$ cat src/rtl/cos_pkg.sv
package cos_pkg;
  localparam int OFS_W = 5;
  localparam logic [OFS_W-1:0] OFS_LIVE    = 5'h00;
  localparam logic [OFS_W-1:0] OFS_RISE_HI = 5'h04;
  localparam logic [OFS_W-1:0] OFS_FALL_LO = 5'h08;
  localparam logic [OFS_W-1:0] OFS_STAT    = 5'h0C;
  localparam logic [OFS_W-1:0] OFS_CTRL    = 5'h10;

  localparam int CTRL_MODE_BIT = 1;
  localparam int CTRL_EN_BIT   = 2;

  typedef enum logic {
    COMB_ANY_EDGE  = 1'b0,
    COMB_ALL_LEVEL = 1'b1
  } comb_mode_e;
endpackage

$ cat src/rtl/cos_sync.sv
module cos_sync #(
  parameter int W      = 32,
  parameter int STAGES = 2
) (
  input  logic         clk,
  input  logic         rst_n,
  input  logic [W-1:0] d,
  output logic [W-1:0] q
);
  logic [W-1:0] stg [STAGES];

  always_ff @(posedge clk or negedge rst_n) begin
    if (!rst_n) begin
      for (int s = 0; s < STAGES; s++) stg[s] <= '0;
    end else begin
      stg[0] <= d;
      for (int s = 1; s < STAGES; s++) stg[s] <= stg[s-1];
    end
  end

  assign q = stg[STAGES-1];
endmodule

$ cat src/rtl/cos_detect.sv
module cos_detect
  import cos_pkg::*;
#(
  parameter int N = 16
) (
  input  logic         clk,
  input  logic         rst_n,
  input  logic [N-1:0] smp,
  input  logic [N-1:0] sel_hi,
  input  logic [N-1:0] sel_lo,
  input  logic         en,
  input  comb_mode_e   mode,
  input  logic         cfg_touch,
  input  logic         stat_clr,
  output logic [N-1:0] stat
);
  logic [N-1:0] prv;
  logic [N-1:0] edge_hit;
  logic [N-1:0] lvl_ok;
  logic [N-1:0] sel;
  logic [N-1:0] hit;
  logic         armed;
  logic         moved;
  logic         all_met;
  logic         fire;

  // per-channel edge and level qualification
  for (genvar i = 0; i < N; i++) begin : g_ch
    assign edge_hit[i] = (sel_hi[i] & smp[i] & ~prv[i]) |
                         (sel_lo[i] & ~smp[i] & prv[i]);
    assign lvl_ok[i]   = ~(sel_hi[i] | sel_lo[i]) |
                         (sel_hi[i] & smp[i]) |
                         (sel_lo[i] & ~smp[i]);
  end

  assign sel     = sel_hi | sel_lo;
  assign moved   = |((smp ^ prv) & sel);
  assign all_met = (|sel) && (&lvl_ok);
  assign fire    = en && (mode == COMB_ALL_LEVEL) && armed && all_met;

  always_comb begin
    hit = '0;
    if (en) begin
      if (mode == COMB_ALL_LEVEL) hit = fire ? sel : '0;
      else                        hit = edge_hit;
    end
  end

  always_ff @(posedge clk or negedge rst_n) begin
    if (!rst_n) begin
      prv   <= '0;
      stat  <= '0;
      armed <= 1'b1;
    end else begin
      prv  <= smp;
      stat <= (stat_clr ? '0 : stat) | hit;
      if (fire)                    armed <= 1'b0;
      else if (moved || cfg_touch) armed <= 1'b1;
    end
  end
endmodule

$ cat src/rtl/cos_regs.sv
module cos_regs
  import cos_pkg::*;
#(
  parameter int DW = 32,
  parameter int AW = 5,
  parameter int N  = 16
) (
  input  logic          clk,
  input  logic          rst_n,
  input  logic [AW-1:0] addr,
  input  logic          wr_en,
  input  logic [DW-1:0] wr_data,
  input  logic          rd_en,
  input  logic [DW-1:0] live,
  input  logic [N-1:0]  stat,
  output logic [DW-1:0] rd_data,
  output logic [N-1:0]  sel_hi,
  output logic [N-1:0]  sel_lo,
  output logic          ctl_en,
  output comb_mode_e    ctl_mode,
  output logic          cfg_touch,
  output logic          stat_clr
);
  localparam logic [AW-1:0] A_LIVE = AW'(OFS_LIVE);
  localparam logic [AW-1:0] A_RISE = AW'(OFS_RISE_HI);
  localparam logic [AW-1:0] A_FALL = AW'(OFS_FALL_LO);
  localparam logic [AW-1:0] A_STAT = AW'(OFS_STAT);
  localparam logic [AW-1:0] A_CTRL = AW'(OFS_CTRL);

  logic [DW-1:0] mask_hi;
  logic [DW-1:0] mask_lo;
  logic [DW-1:0] ctrl_word;
  logic [DW-1:0] rd_mux;
  logic          hit_rise;
  logic          hit_fall;
  logic          hit_ctrl;

  assign hit_rise  = (addr == A_RISE);
  assign hit_fall  = (addr == A_FALL);
  assign hit_ctrl  = (addr == A_CTRL);
  assign cfg_touch = wr_en && (hit_rise || hit_fall || hit_ctrl);
  assign stat_clr  = rd_en && (addr == A_STAT);

  always_ff @(posedge clk or negedge rst_n) begin
    if (!rst_n) begin
      mask_hi  <= '0;
      mask_lo  <= '0;
      ctl_en   <= 1'b0;
      ctl_mode <= COMB_ANY_EDGE;
    end else if (wr_en) begin
      if (hit_rise) mask_hi <= wr_data;
      if (hit_fall) mask_lo <= wr_data;
      if (hit_ctrl) begin
        ctl_en   <= wr_data[CTRL_EN_BIT];
        ctl_mode <= comb_mode_e'(wr_data[CTRL_MODE_BIT]);
      end
    end
  end

  always_comb begin
    ctrl_word = '0;
    ctrl_word[CTRL_EN_BIT]   = ctl_en;
    ctrl_word[CTRL_MODE_BIT] = (ctl_mode == COMB_ALL_LEVEL);
  end

  always_comb begin
    case (addr)
      A_LIVE:  rd_mux = live;
      A_RISE:  rd_mux = mask_hi;
      A_FALL:  rd_mux = mask_lo;
      A_STAT:  rd_mux = DW'(stat);
      A_CTRL:  rd_mux = ctrl_word;
      default: rd_mux = '0;
    endcase
  end

  always_ff @(posedge clk or negedge rst_n) begin
    if (!rst_n)     rd_data <= '0;
    else if (rd_en) rd_data <= rd_mux;
  end

  assign sel_hi = mask_hi[N-1:0];
  assign sel_lo = mask_lo[N-1:0];
endmodule

$ cat src/rtl/cos_irq_ctrl.sv
module cos_irq_ctrl
  import cos_pkg::*;
#(
  parameter int DATA_W = 32,
  parameter int ADDR_W = 5,
  parameter int IRQ_CH = 16,
  parameter int SYNC_N = 2
) (
  input  logic              clk,
  input  logic              rst_n,
  input  logic [DATA_W-1:0] din,
  input  logic [ADDR_W-1:0] bus_addr,
  input  logic              wr_en,
  input  logic [DATA_W-1:0] wr_data,
  input  logic              rd_en,
  output logic [DATA_W-1:0] rd_data,
  output logic              irq
);
  logic [DATA_W-1:0] live;
  logic [IRQ_CH-1:0] sel_hi;
  logic [IRQ_CH-1:0] sel_lo;
  logic [IRQ_CH-1:0] stat_q;
  logic              ctl_en;
  comb_mode_e        ctl_mode;
  logic              cfg_touch;
  logic              stat_clr;

  cos_sync #(.W(DATA_W), .STAGES(SYNC_N)) sync_i (
    .clk(clk), .rst_n(rst_n), .d(din), .q(live)
  );

  cos_regs #(.DW(DATA_W), .AW(ADDR_W), .N(IRQ_CH)) regs_i (
    .clk(clk), .rst_n(rst_n), .addr(bus_addr), .wr_en(wr_en),
    .wr_data(wr_data), .rd_en(rd_en), .live(live), .stat(stat_q),
    .rd_data(rd_data), .sel_hi(sel_hi), .sel_lo(sel_lo),
    .ctl_en(ctl_en), .ctl_mode(ctl_mode), .cfg_touch(cfg_touch),
    .stat_clr(stat_clr)
  );

  cos_detect #(.N(IRQ_CH)) det_i (
    .clk(clk), .rst_n(rst_n), .smp(live[IRQ_CH-1:0]),
    .sel_hi(sel_hi), .sel_lo(sel_lo), .en(ctl_en), .mode(ctl_mode),
    .cfg_touch(cfg_touch), .stat_clr(stat_clr), .stat(stat_q)
  );

  assign irq = ctl_en && (|stat_q);
endmodule

$ cat config.mk
export PLATFORM = sky130hd
export DESIGN_NAME = cos_irq_ctrl
export DESIGN_NICKNAME = d
export VERILOG_FILES = /design/src/rtl/cos_pkg.sv /design/src/rtl/cos_sync.sv /design/src/rtl/cos_detect.sv /design/src/rtl/cos_regs.sv /design/src/rtl/cos_irq_ctrl.sv
export SDC_FILE = /design/constraint.sdc
export NUM_CORES = 1
export LEC_CHECK = 0
export BUFFER_PORTS_ARGS = -buffer_cell sky130_fd_sc_hd__clkbuf_2
export CORE_MARGIN = 2
export CORE_UTILIZATION = 45
export CTS_BUF_LIST = sky130_fd_sc_hd__clkbuf_4 sky130_fd_sc_hd__clkbuf_8
export DETAILED_ROUTE_END_ITERATION = 8
export PLACE_DENSITY = 0.7
export SLEW_MARGIN = 0
export SYNTH_ARGS = -nofsm -noshare
export SYNTH_HDL_FRONTEND = slang
export SYNTH_SLANG_ARGS = --single-unit
$ cat constraint.sdc
create_clock -name clk -period 4.99 [get_ports clk]
set_input_delay 0.499 -clock clk [delete_from_list [all_inputs] [get_ports clk]]
set_output_delay 0.499 -clock clk [all_outputs]
set_load 0.02 [all_outputs]
==> results.md <==
- Outcome: completed
- Yosys reg bits: 195
- Tmin final: 2.76 ns
- Max-slew violation count: 0
- Initial DRC Count: 538
- Worst Path Required: 5.32 ns
- Number of setup buffers added after CTS: 0
- Fillers: 1,554
- Die height: 139 um
- Peak VDD IR: 0.191 mV
- Ys async rst share: 100%
- Total Power: 3.46 mW
- Clock transition at path regs: 0.09 ns
- Kind of critical path: reg -> reg
- Measured slew at the worst slew-check pin: 0.989 ns
- Final WS setup: 2.23 ns
- Post-Route WL: 19.1 mm
- Hold Buf Count CTS: 0
- Die W: 139 um
- Total GRT Usage: 20.0%
- Largest net degree at the start of global routing: 93
- RSZ-0062 raised after global routing: no
- GRT overflow: 0
- DRT Pass-1 Iters: 6
- LEAKAGE: 4.05 nW
- Num CTS Buffers: 17
- Hold Slack: 0.0650 ns
- Non-filler cells, final: 986
- Crit path from: regs_i.ctl_en$_DFFE_PN0P_
- Startpoint types: flip-flop
- Placed cell count: 955
- Layout Nets: 818
- Critical Path Sink Type: flip-flop
- Critical path arrival: 3.09 ns
- EDFF count, synth: 0
- Clk root buf: clkbuf_8
- CTS tree: built
- Starting density of the core: 45.7%
- Crit path max fanout: 19
- Port Buffer Count: 105
- # resized after CTS: 0
- Initial antenna violation count: 0
- Most frequent cells after synthesis: dfrtp_1, mux2_2, o21ai_0
- Min-Delay Path Class: in -> async
- Cell taking the most area after synthesis: dfrtp_1
- Top cells by area, synth: dfrtp_1, mux2_2, a222oi_1
- Routed vias: 5,715
- Register area share after synthesis: 59.4%
- Final period util: 55.3%
- Vias in the first global route: 5,943
- Final ANT Viol Nets: 0
- YS warnings: 0
- Drt drc: 0
- Row cnt: 49
- Max capacitance violation total: 0
- Most common cell in the netlist: dfrtp_1
- H-tree depth: 4
- Worst Skew: 0.00892 ns
- Setup_tns: 0 ns
- Count of cell types in the netlist: 46
- Area grow syn2layout: 13.4%
- Fraction of layout cells with a size suffix above 1: 29.6%
- Synth Flop Type: dfrtp_1
- Max-Slew Margin vs Limit: 33.9%
- Die area: 19,300 um2
- Max Clk Rate: 362 MHz
- Maximum root-to-sink buffer count: 2
- Clock Latency Late Sink: 0.46 ns
- Syn Nets: 723
- HPWL Detailed: 12.7 mm
- Wire per inst: 19.3 um
- Pwr Density: 372 nW/um2
- I/O pin cnt: 106
- Pre-CTS setup slack: 2.12 ns
- Final Hold Fails: 0
- Synth Instances: 650
- Yosys top cell area share: 59.1%
- Core area: 18,000 um2
- Diodes inserted: 0
- CTS Sinks: 195
- Post-Syn Area per Cell: 12.6 um2
- GPL Wtd Cong: 0.860
- Post-synthesis cell area: 8210 um2
- Final-report setup violation count: 0
- R2R Path Start: regs_i.ctl_en$_DFFE_PN0P_
- First-pass GRT wire length: 30.5 mm
- DR vias/cell: 5.80
## final cells by class
cell class	count	area, um2	share of cell area (%)
Clock buffer	18	241	2.59
Tap cell	229	287	3.08
Inverter	31	116	1.25
Sequential cell	195	4880	52.4
Multi-Input combinational cell	388	3050	32.7
Clock inverter	13	151	1.63
Timing Repair Buffer	112	587	6.30
## layer usage
metal,track usage (%),part of all wire [%],up-vias,wire length [um]
li1,-,-,2602,-
met1,26.8,44,2868,8420
met2,31.4,47,216,8930
met3,5.46,6.7,29,1270
met4,7.34,2.2,0,425
met5,0,0,-,0
## through the flow
step / instance area, um2 / utilization [%]
detailed placement: 8920 / 49.7
global route: 9310 / 51.8
floorplan: 8210 / -
finish: 9310 / 51.8
global placement: 8920 / 49.7
CTS: 9310 / 51.8
## sequential cells by signal (all words and copies together), names as in the netlist
name             count
regs_i.rd_data      32
regs_i.mask_hi      32
sync_i.q            32
regs_i.mask_lo      32
regs_i.ctl_en        1
sync_i.stg          32
det_i.prv           16
det_i.armed          1
det_i.stat          16
regs_i.ctl_mode      1
## critical path: stages, from the launching register on
cell and delay (ns):
dfrtp_1 0.76, nand3_1 0.26, nor3_1 0.19, nand4_1 0.79
o41ai_1 0.63
## final timing paths
check                                                 endpoint  slack (ns)  cells after the start
max in group asynchronous       regs_i.rd_data[10]$_DFFE_PN0P_        3.70                      2
min in group clk                      sync_i.stg[62]$_DFF_PN0_        0.13                      1
worst max register to register         det_i.stat[2]$_DFF_PN0_        2.23                      4
worst min-delay path                    det_i.prv[3]$_DFF_PN0_        0.07                      1
worst max-delay path                   det_i.stat[2]$_DFF_PN0_        2.23                      4
worst min register to register           sync_i.q[5]$_DFF_PN0_        0.36                      0
## cell usage in the layout (no fill, tap or decap), drive strengths merged, types with 4 or more instances in the layout
cell type,netlist,layout
dfrtp,194,194
clkbuf,14,123
mux2,65,65
o21ai,43,43
nand3b,37,37
inv,31,36
nand2,33,33
a222oi,30,30
nor2,26,26
o22ai,23,23
xnor2,16,16
o41ai,16,16
a21o,14,14
a2bb2oi,13,13
and3b,11,11
nor4,10,10
nand2b,8,8
a21oi,7,7
buf,22,7
nand4,7,7
nor3b,5,5
clkinv,0,4
## where the power goes
part	internal [mW]	total (mW)	switching, mW
combinational	0.245	0.538	0.292
clock	0.459	1.02	0.565
sequential	1.74	1.90	0.162
total	2.44	3.46	1.02
## cells by family after synthesis
family,count (synthesis),share of synthesized area (%)
simple gates,150,11.5
xor+xnor,17,1.81
flops,195,59.4
buf+inv,67,3.52
mux,67,9.16
compound gates,154,14.5
(Power assumes the default switching activity.)
